===== config.mk =====
export PLATFORM = sky130hd
export DESIGN_NAME = dram_refresh_sequencer
export DESIGN_NICKNAME = d
export VERILOG_FILES = /design/src/rtl/dram_rfsh_pkg.sv /design/src/rtl/rfsh_pulse_gen.sv /design/src/rtl/rfsh_interval_timer.sv /design/src/rtl/dram_refresh_sequencer.sv
export SDC_FILE = /design/constraint.sdc
export NUM_CORES = 1
export LEC_CHECK = 0
export BUFFER_PORTS_ARGS = -buffer_cell sky130_fd_sc_hd__buf_2
export CAP_MARGIN = 15
export CORE_UTILIZATION = 64
export DETAILED_ROUTE_END_ITERATION = 7
export GPL_ROUTABILITY_DRIVEN = 0
export PLACE_DENSITY_LB_ADDON = 0.25
export SLEW_MARGIN = 20
export SYNTH_ARGS = -nofsm -noshare
export SYNTH_HDL_FRONTEND = slang
export SYNTH_SLANG_ARGS = --single-unit

===== constraint.sdc =====
create_clock -name clk -period 3.25 [get_ports clk]
set_input_delay 0.4875 -clock clk [delete_from_list [all_inputs] [get_ports clk]]
set_output_delay 0.4875 -clock clk [all_outputs]
set_load 0.02 [all_outputs]

===== src/rtl/dram_rfsh_pkg.sv =====
package dram_rfsh_pkg;

    typedef enum logic [2:0] {
        SQ_PAUSE,
        SQ_REQ,
        SQ_RUN,
        SQ_REL,
        SQ_IDLE
    } seq_state_e;

    typedef enum logic [1:0] {
        PH_IDLE,
        PH_LEAD,
        PH_ACTIVE,
        PH_PRECH
    } pulse_phase_e;

endpackage


===== src/rtl/rfsh_pulse_gen.sv =====
module rfsh_pulse_gen
    import dram_rfsh_pkg::*;
#(
    parameter int LEAD_CYC = 2,
    parameter int ACT_CYC  = 8,
    parameter int PRE_CYC  = 6
) (
    input  logic clk,
    input  logic rst_n,
    input  logic start_i,
    output logic done_o,
    output logic ras_n_o,
    output logic cas_n_o
);

    localparam int MAX_A = (LEAD_CYC > ACT_CYC) ? LEAD_CYC : ACT_CYC;
    localparam int MAX_C = (MAX_A > PRE_CYC) ? MAX_A : PRE_CYC;
    localparam int CW    = $clog2(MAX_C + 1);

    typedef struct packed {
        pulse_phase_e  phase;
        logic [CW-1:0] cnt;
    } pg_regs_t;

    pg_regs_t q, d;

    always_comb begin
        d      = q;
        done_o = 1'b0;
        unique case (q.phase)
            PH_IDLE: begin
                if (start_i) begin
                    d.phase = PH_LEAD;
                    d.cnt   = '0;
                end
            end
            PH_LEAD: begin
                if (q.cnt == CW'(LEAD_CYC - 1)) begin
                    d.phase = PH_ACTIVE;
                    d.cnt   = '0;
                end else begin
                    d.cnt = q.cnt + CW'(1);
                end
            end
            PH_ACTIVE: begin
                if (q.cnt == CW'(ACT_CYC - 1)) begin
                    d.phase = PH_PRECH;
                    d.cnt   = '0;
                end else begin
                    d.cnt = q.cnt + CW'(1);
                end
            end
            PH_PRECH: begin
                if (q.cnt == CW'(PRE_CYC - 1)) begin
                    done_o  = 1'b1;
                    d.cnt   = '0;
                    d.phase = start_i ? PH_LEAD : PH_IDLE;
                end else begin
                    d.cnt = q.cnt + CW'(1);
                end
            end
            default: d.phase = PH_IDLE;
        endcase
    end

    always_ff @(posedge clk or negedge rst_n) begin
        if (!rst_n) begin
            q.phase <= PH_IDLE;
            q.cnt   <= '0;
        end else begin
            q <= d;
        end
    end

    assign cas_n_o = !((q.phase == PH_LEAD) || (q.phase == PH_ACTIVE));
    assign ras_n_o = !(q.phase == PH_ACTIVE);

    // the row strobe only falls after the column strobe is already low
    p_cas_leads_ras_r4: assert property (@(posedge clk) disable iff (!rst_n)
        $fell(ras_n_o) |-> ($past(cas_n_o) == 1'b0));

    // both strobes return high together
    p_strobes_rise_together_r4: assert property (@(posedge clk) disable iff (!rst_n)
        $rose(ras_n_o) |-> cas_n_o);

endmodule


===== src/rtl/rfsh_interval_timer.sv =====
module rfsh_interval_timer #(
    parameter int INTERVAL_CYC = 1562,
    parameter int SLACK_CYC    = 1000
) (
    input  logic clk,
    input  logic rst_n,
    input  logic en_i,
    input  logic serving_i,
    input  logic clr_i,
    output logic pending_o,
    output logic miss_o
);

    localparam int IW = $clog2(INTERVAL_CYC + 1);
    localparam int SW = $clog2(SLACK_CYC + 1);

    typedef struct packed {
        logic [IW-1:0] cnt;
        logic          pending;
        logic [SW-1:0] wait_cnt;
        logic          seen;
    } tm_regs_t;

    tm_regs_t q, d;
    logic     tick;
    logic     waiting;

    assign tick    = en_i && (q.cnt == IW'(INTERVAL_CYC - 1));
    assign waiting = q.pending && !serving_i && !q.seen;
    assign miss_o  = waiting && (q.wait_cnt == SW'(SLACK_CYC - 1));

    always_comb begin
        d = q;
        if (en_i) begin
            d.cnt = tick ? '0 : q.cnt + IW'(1);
        end
        if (waiting) begin
            if (miss_o) begin
                d.seen = 1'b1;
            end else begin
                d.wait_cnt = q.wait_cnt + SW'(1);
            end
        end
        if (clr_i) begin
            d.pending  = 1'b0;
            d.wait_cnt = '0;
            d.seen     = 1'b0;
        end
        // an expiry in the same cycle as a clear opens a new pending refresh
        if (tick) begin
            d.pending = 1'b1;
        end
    end

    always_ff @(posedge clk or negedge rst_n) begin
        if (!rst_n) begin
            q.cnt      <= '0;
            q.pending  <= 1'b0;
            q.wait_cnt <= '0;
            q.seen     <= 1'b0;
        end else begin
            q <= d;
        end
    end

    assign pending_o = q.pending;

    // a pending refresh is only ever dropped by a clear
    p_pending_held_r8: assert property (@(posedge clk) disable iff (!rst_n)
        (pending_o && !clr_i) |=> pending_o);

    // the wait counter never passes the slack limit
    p_wait_capped_r9: assert property (@(posedge clk) disable iff (!rst_n)
        q.wait_cnt <= SW'(SLACK_CYC - 1));

endmodule


===== src/rtl/dram_refresh_sequencer.sv =====
module dram_refresh_sequencer
    import dram_rfsh_pkg::*;
#(
    parameter int CLK_MHZ     = 100,
    parameter int PAUSE_US    = 200,
    parameter int REFRESH_NS  = 15625,
    parameter int SLACK_CYC   = 1000,
    parameter int LEAD_CYC    = 2,
    parameter int ACT_CYC     = 8,
    parameter int PRE_CYC     = 6,
    parameter int WAKE_CYCLES = 8
) (
    input  logic clk,
    input  logic rst_n,
    output logic rfsh_req_o,
    input  logic rfsh_gnt_i,
    output logic own_o,
    output logic ras_n_o,
    output logic cas_n_o,
    output logic we_n_o,
    output logic oe_n_o,
    output logic ready_o,
    output logic late_o
);

    localparam int PAUSE_CYC    = CLK_MHZ * PAUSE_US;
    localparam int INTERVAL_CYC = (CLK_MHZ * REFRESH_NS) / 1000;
    localparam int PW           = $clog2(PAUSE_CYC + 1);
    localparam int BW           = $clog2(WAKE_CYCLES + 1);

    typedef struct packed {
        seq_state_e    state;
        logic [PW-1:0] pcnt;
        logic [BW-1:0] rem;
        logic          rewake;
        logic          ready;
        logic          booted;
        logic          late;
    } sq_regs_t;

    sq_regs_t q, d;
    logic     pg_start;
    logic     pg_done;
    logic     rf_clr;
    logic     rf_pending;
    logic     rf_miss;

    rfsh_interval_timer #(
        .INTERVAL_CYC(INTERVAL_CYC),
        .SLACK_CYC   (SLACK_CYC)
    ) i_timer (
        .clk      (clk),
        .rst_n    (rst_n),
        .en_i     (q.booted),
        .serving_i(own_o),
        .clr_i    (rf_clr),
        .pending_o(rf_pending),
        .miss_o   (rf_miss)
    );

    rfsh_pulse_gen #(
        .LEAD_CYC(LEAD_CYC),
        .ACT_CYC (ACT_CYC),
        .PRE_CYC (PRE_CYC)
    ) i_pulse (
        .clk    (clk),
        .rst_n  (rst_n),
        .start_i(pg_start),
        .done_o (pg_done),
        .ras_n_o(ras_n_o),
        .cas_n_o(cas_n_o)
    );

    always_comb begin
        d        = q;
        pg_start = 1'b0;
        rf_clr   = 1'b0;
        unique case (q.state)
            SQ_PAUSE: begin
                if (q.pcnt == PW'(PAUSE_CYC - 1)) begin
                    d.state = SQ_REQ;
                    d.rem   = BW'(WAKE_CYCLES);
                end else begin
                    d.pcnt = q.pcnt + PW'(1);
                end
            end
            SQ_IDLE: begin
                if (rf_pending) begin
                    d.state = SQ_REQ;
                    d.rem   = BW'(1);
                end
            end
            SQ_REQ: begin
                if (rf_miss || q.rewake) begin
                    d.rem    = BW'(WAKE_CYCLES);
                    d.rewake = 1'b0;
                end
                if (rfsh_gnt_i) begin
                    d.state  = SQ_RUN;
                    pg_start = 1'b1;
                end
            end
            SQ_RUN: begin
                if (pg_done) begin
                    if (q.rem == BW'(1)) begin
                        rf_clr  = 1'b1;
                        d.rem   = '0;
                        d.state = SQ_REL;
                    end else begin
                        d.rem    = q.rem - BW'(1);
                        pg_start = 1'b1;
                    end
                end
            end
            SQ_REL: begin
                if (!rfsh_gnt_i) begin
                    d.state  = SQ_IDLE;
                    d.ready  = 1'b1;
                    d.booted = 1'b1;
                end
            end
            default: d.state = SQ_PAUSE;
        endcase
        if (rf_miss) begin
            d.late  = 1'b1;
            d.ready = 1'b0;
            if (q.state != SQ_REQ) begin
                d.rewake = 1'b1;
            end
        end
    end

    always_ff @(posedge clk or negedge rst_n) begin
        if (!rst_n) begin
            q.state  <= SQ_PAUSE;
            q.pcnt   <= '0;
            q.rem    <= '0;
            q.rewake <= 1'b0;
            q.ready  <= 1'b0;
            q.booted <= 1'b0;
            q.late   <= 1'b0;
        end else begin
            q <= d;
        end
    end

    assign rfsh_req_o = (q.state == SQ_REQ) || (q.state == SQ_RUN);
    assign own_o      = (q.state == SQ_RUN);
    assign we_n_o     = 1'b1;
    assign oe_n_o     = 1'b1;
    assign ready_o    = q.ready;
    assign late_o     = q.late;

    // strobes move only while the sequencer owns them
    p_strobe_owned_r6: assert property (@(posedge clk) disable iff (!rst_n)
        (!ras_n_o || !cas_n_o) |-> own_o);

    // ownership only under a held grant
    p_own_granted_r6: assert property (@(posedge clk) disable iff (!rst_n)
        own_o |-> rfsh_gnt_i);

    // the late flag never clears without reset
    p_late_sticky_r9: assert property (@(posedge clk) disable iff (!rst_n)
        late_o |=> late_o);

    // a missed deadline withdraws readiness on the same edge
    p_ready_drop_r9: assert property (@(posedge clk) disable iff (!rst_n)
        $rose(late_o) |-> !ready_o);

endmodule


## Word level (Yosys, flattened, before mapping)

Cells that the tools add are included.
W data, S select, Z words.

| storage, ports and cells | value |
|---|---|
| register bits after elaboration | 55 |
| bits in latches | 0 |
| RAM bits | 0 |
| bits in read-only memories | 0 |
| input port bits | 3 |
| memories kept | 0 |

| cells by class | value |
|---|---|
| add/sub/neg operators | 5 |
| multipliers | 0 |
| divide/modulo/power cells | 0 |
| $lt $le $gt $ge | 0 |
| equality and inequality tests | 28 |
| shifts and indexed selects | 0 |
| mux-type cells | 42 |
| bitwise logic cells | 2 |
| reduce and logical (&&, ||, !) cells | 26 |

Operators with widths:

| kind | number |
|---|---|
| $mux W4 | 7 |
| $pmux W6 S4 | 1 |
| $mux W11 | 2 |
| $mux W3 | 6 |
| $ne A2 B1 Y1 const B | 8 |
| $pmux W4 S4 | 1 |
| $add A15 B1 Y15 const B | 1 |
| $eq A15 B15 Y1 const B | 1 |
| $pmux W3 S5 | 1 |
| $mux W1 | 13 |
| $mux W12 | 1 |
| $mux W2 | 6 |
| $add A11 B1 Y11 const B | 1 |
| $eq A11 B11 Y1 const B | 1 |
| $add A10 B1 Y10 const B | 1 |
| $eq A10 B10 Y1 const B | 1 |
| $mux W10 | 1 |
| $ne A2 B2 Y1 const B | 5 |
| $reduce_and A2 Y1 | 5 |
| $eq A4 B1 Y1 const B | 2 |
| $eq A4 B3 Y1 const B | 2 |
| $reduce_bool A2 Y1 | 4 |
| $eq A3 B2 Y1 const B | 2 |
| $mux W6 | 1 |
| other kinds (19) | 29 |

## Longest topological paths before layout

| logic depth | value |
|---|---|
| word-level depth | 10 |
| gate-level depth with buffers | 9 |
| mapped depth without buffers | 7 |

## By module

A second synthesis with hierarchy kept.

| unflattened totals | value |
|---|---|
| cell total of the unflattened synthesis | 294 |
| area total of the unflattened synthesis | 2,969.1 µm² |

By module, submodules not included:

| module | times used | cells each | area each (µm²) |
|---|---|---|---|
| dram_refresh_sequencer | 1 | 134 | 1,367.6 |
| rfsh_interval_timer | 1 | 113 | 1,143.6 |
| rfsh_pulse_gen | 1 | 47 | 457.9 |

## Worst setup path after synthesis

No wires, ideal clock.

| timing | value |
|---|---|
| path type | reg2reg |
| start | register q[13] (netlist name) |
| end | register q[9] (netlist name) |
| setup time | 0.125 ns |
| data arrival time | 2.029 ns |
| required time | 3.125 ns |
| path slack | 1.096 ns |
| cell stages (with the launch flop) | 6 |
| buffers on the path | 1 |
| cells stage by stage | dfrtp_1 or4b_1 or4_4 nand2_4 buf_4 mux2_2 |

| on the way | value |
|---|---|
| longest elaborated chain between the ends | 3 |

RTL lines:

| what | RTL line | source |
|---|---|---|
| from (decl) | dram_refresh_sequencer.sv:41 | `sq_regs_t q, d;` |
| $eq A15 B15 Y1 | dram_refresh_sequencer.sv:80 | `if (q.pcnt == PW'(PAUSE_CYC - 1)) begin` |
| $not A1 Y1 (no line) | n/a |  |
| $reduce_and A2 Y1 (no line) | n/a |  |

Every way passes these cells.
A chain may end at the register's enable or synchronous reset.

## Worst setup path in the final report

| timing | value |
|---|---|
| start | register q[24] (netlist name) |
| end | register i_timer.q[10] (netlist name) |

| on the way | value |
|---|---|
| longest elaborated chain between the ends | 7 |
| elaborated cells between the ends (all ways) | 10 |
| classes of those cells | eq/ne (2); mux (2); reduce/logical (6) |

RTL lines:

| what | RTL line | source |
|---|---|---|
| $eq A3 B2 Y1 (*) | dram_refresh_sequencer.sv:78, dram_refresh_sequencer.sv:148 |  |
| $logic_not A1 Y1 | rfsh_interval_timer.sv:29 | `assign waiting = q.pending && !serving_i && !q.seen;` |
| $logic_and A1 B1 Y1 (2 in series) | rfsh_interval_timer.sv:29 |  |
| $logic_and A1 B1 Y1 | rfsh_interval_timer.sv:30 | `assign miss_o = waiting && (q.wait_cnt == SW'(SLACK_CYC - 1));` |
| $ne A2 B1 Y1 (no line) | n/a |  |
| $reduce_and A2 Y1 (no line) | n/a |  |
| to (decl) | rfsh_interval_timer.sv:24 | `tm_regs_t q, d;` |

Every way passes the cells marked *; elsewhere a longest branch is shown, timed or not. The select of a mux whose other input is x is not followed.

==> flow_metrics.env <==
export IMPL_grt_pass1_vias=1969
export IMPL_io_pin_count=11
export IMPL_initial_core_util_pct=67.5
export IMPL_cts_hold_buffers=0
export IMPL_synth_flop_cell="dfrtp_1"
export IMPL_vias=2065
export IMPL_cts_made_buffers=5
export IMPL_cp_slowest_cell="dfrtp_1"
export IMPL_p_sw_mw=0.230
export IMPL_overflow=0
export IMPL_power_leakage_nw=1.48
export IMPL_synth_compound_area_share_pct=7.53
export IMPL_synth_edff_count=0
export IMPL_cts_sinks=55
export IMPL_synth_xor_area_share_pct=9.18
export IMPL_firstDrtPassIters=4
export IMPL_cts_resized=0
export IMPL_fillers=330
export IMPL_switching_share_pct=21.6
export IMPL_max_stage_delay_ns=0.58
export IMPL_ant_nets=0
export IMPL_grt_pass1_wl_um=8670
export IMPL_final_setup_skew_ns=0.00789
export IMPL_tightestPinTransition_ns=0.759
export IMPL_wl_met1_um=2420
export IMPL_p_total_mw=1.07
export IMPL_crit_chain="or3b_2 -> inv_1 -> nand2_1 -> nor2_1 -> nor2_1 -> a31o_2"
export IMPL_internal_power_mw=0.837
export IMPL_routed_wl_met2_um=2250
export IMPL_finalHoldViolations=0
export IMPL_fin_crit_ns=2.39
export IMPL_insertedDiodeCount=0
export IMPL_met3_length_um=99
export IMPL_yosysWarnings=0
export IMPL_htreeDepth=2
export IMPL_worstSetupEndpoint="i_timer.q[10]"
export IMPL_worstPathArrival_ns=2.58
export IMPL_row_count=24
export IMPL_regArea_um2=1380
export IMPL_vdd_drop_max_uv=205
export IMPL_synth_common_cells="dfrtp_1, nor2_1, nand2_1, xor2_1, inv_1"
export IMPL_cts_buffer_depth=2
export IMPL_max_slew_margin_rel_pct=49.4
export IMPL_crit_fanout=12
export IMPL_path_class="reg2reg"
export IMPL_ys_seq_area_share_pct=46.5
export IMPL_grt_max_degree=37
export IMPL_yosysUniqueCellTypes=54
export IMPL_maxCapViolCount=0
export IMPL_seq_power_share_pct=64.1
export IMPL_syn2layout_area_growth_pct=4.82
export IMPL_comb_power_share_pct=1.7
export IMPL_dieArea_um2=4900
export IMPL_max_freq_mhz=418
export IMPL_critPathLaunchType="register"
export IMPL_root_buffer="clkbuf_8"
export IMPL_drcViolationCount=0
export IMPL_avgSynthCellArea_um2=10.1
export IMPL_syn_area_um2=2960
export IMPL_cts_tree="yes"
export IMPL_dp_hpwl_um=3420
export IMPL_path_clk_slew_ns=0.10
export IMPL_synthMuxAreaShare_pct=3.30
export IMPL_setup_viol=0
export IMPL_rrSetupSlack_ns=0.86
export IMPL_first_iter_violations=70
export IMPL_post_route_util_pct=70.7
export IMPL_critPathMostFrequentCell="nor2_1"
export IMPL_synth_most_common_cell="dfrtp_1"
export IMPL_hold_path_class="in2async"
export IMPL_fin_area_um2=3100
export IMPL_rr_endpoint="i_timer.q[10]"
export IMPL_multi_input_area_um2=1470
export IMPL_slew_viol_final=0
export IMPL_post_route_period_util_pct=73.5
export IMPL_viasPerCell=5.88
export IMPL_netlist_instances=292
export IMPL_nets=313
export IMPL_routed_wl_um=4820
export IMPL_synthAdderAreaFrac_pct=5.08
export IMPL_end_kind="register"
export IMPL_placement_io_buffers=8
export IMPL_synth_area_leaders="dfrtp_1, xor2_1, ha_1"
export IMPL_antenna_found_initial=0
export IMPL_core_area_um2=4380
export IMPL_clk_latency_ns=0.30
export IMPL_crit_start="q[24]"
export IMPL_synth_top_family_by_area="simple AND/OR/NAND/NOR gates"
export IMPL_tns_ns=0
export IMPL_gr_usage_all_layers_pct=21.9
export IMPL_die_x_um=70.0
export IMPL_synth_seq_cells=55
export IMPL_drive_gt1_share_pct=10.0
export IMPL_power_density_nw_per_um2=344
export IMPL_pwr_share_clk_pct=34.3
export IMPL_yosysTopAreaCell="dfrtp_1"
export IMPL_routed_top_layer="met4"
export IMPL_cts_setup_buffers=0
export IMPL_wl_per_cell_um=13.7
export IMPL_rr_startpoint="q[24]"
export IMPL_synthSimpleGateAreaFrac_pct=24.4
export IMPL_place_area_um2=3020
export IMPL_synth_top_area_share_pct=46.5
export IMPL_ys_async_sr_fraction_pct=100
export IMPL_ff2ff_path_depth=6
export IMPL_die_y_um=70.0
export IMPL_rsz0062_at_grt="no"
export IMPL_status="complete, no violations"
export IMPL_worstPathRequired_ns=3.45
## routing by layer
metal | GRT usage, % | up-vias
li1 | - | 1035
met1 | 30.4 | 1004
met2 | 35.1 | 21
met3 | 3.32 | 5
met4 | 7.78 | 0
met5 | 0 | -
## registers in the layout, indices dropped and copies added (netlist names)
signal / cells
i_timer.q: 22
i_pulse.q: 6
late_o: 1
i_timer.pending_o: 1
ready_o: 1
q: 24
## critical path, delay by kind of cell, from the launching register on
family | cells | cell delay [ns]
and+or+nand+nor | 4 | 1.31
DFF | 1 | 0.58
AOI/OAI and AO/OA | 1 | 0.26
buffers and inverters | 1 | 0.14
## layout make-up
type	count	share of cell area [%]
multi-input combinational	212	47.4
clock buffer	6	2.34
tap	52	2.10
inverter	15	1.82
clock inverter	2	0.404
sequential	55	44.4
timing repair buffer	9	1.53
## cells in the final DEF (no fill, tap or decap), drive strengths merged, types with 2 or more instances in the layout
master / instances
nand2: 22
a21oi: 6
inv: 15
o21ai: 6
mux2i: 6
or3b: 3
nor3: 11
xor2: 19
nor3b: 6
ha: 12
nor2: 28
dfrtp: 55
conb: 2
or4: 5
o211ai: 5
nand3b: 3
nand4: 8
nor4: 7
and3: 4
nand2b: 6
or2: 3
buf: 9
or4b: 2
and4: 2
clkbuf: 6
xnor2: 12
mux2: 3
and4b: 3
nand3: 10
## worst min-delay path by stage
stage / startpoint / endpoint / slack, ns / depth (start not counted)
after floorplan: rst_n / i_pulse.q[0] / 0.19 / 0
after global placement: late_o / late_o / 0.45 / 1
after detailed placement: q[22] / q[22] / 0.45 / 1
after CTS: rst_n / i_timer.q[15] / 0.27 / 1
after global routing: rst_n / i_timer.q[17] / 0.32 / 1
final: rst_n / i_timer.q[13] / 0.24 / 1
## logic make-up (layout without fill, tap and decap cells)
family	Yosys count	count (layout)
buf+inv	26	32
mux	9	9
other cells	1	2
fa+ha+maj	12	12
simple gates	127	127
flops	55	55
xor+xnor	31	31
compound gates	31	31
## per-stage QoR
stage | setup slack [ns] | hold WS [ns] | std cells
floorplan | 1.10 | 0.192 | 293
finish | 0.860 | 0.245 | 351
detailed placement | 0.914 | 0.453 | 343
global placement | 1.01 | 0.447 | 343
global route | 0.665 | 0.316 | 351
CTS | 0.883 | 0.269 | 351
## power groups by stage
stage / combinational, mW / sequential [mW] / clock, mW
2_1_floorplan: 0.00422 / 0.697 / 0
3_3_place_gp: 0.0186 / 0.697 / 0
3_5_place_dp: 0.0188 / 0.697 / 0
4_1_cts: 0.0189 / 0.684 / 0.378
5_1_grt: 0.0215 / 0.684 / 0.402
6_report: 0.0177 / 0.684 / 0.365
Power figures use the tool's default switching activity.
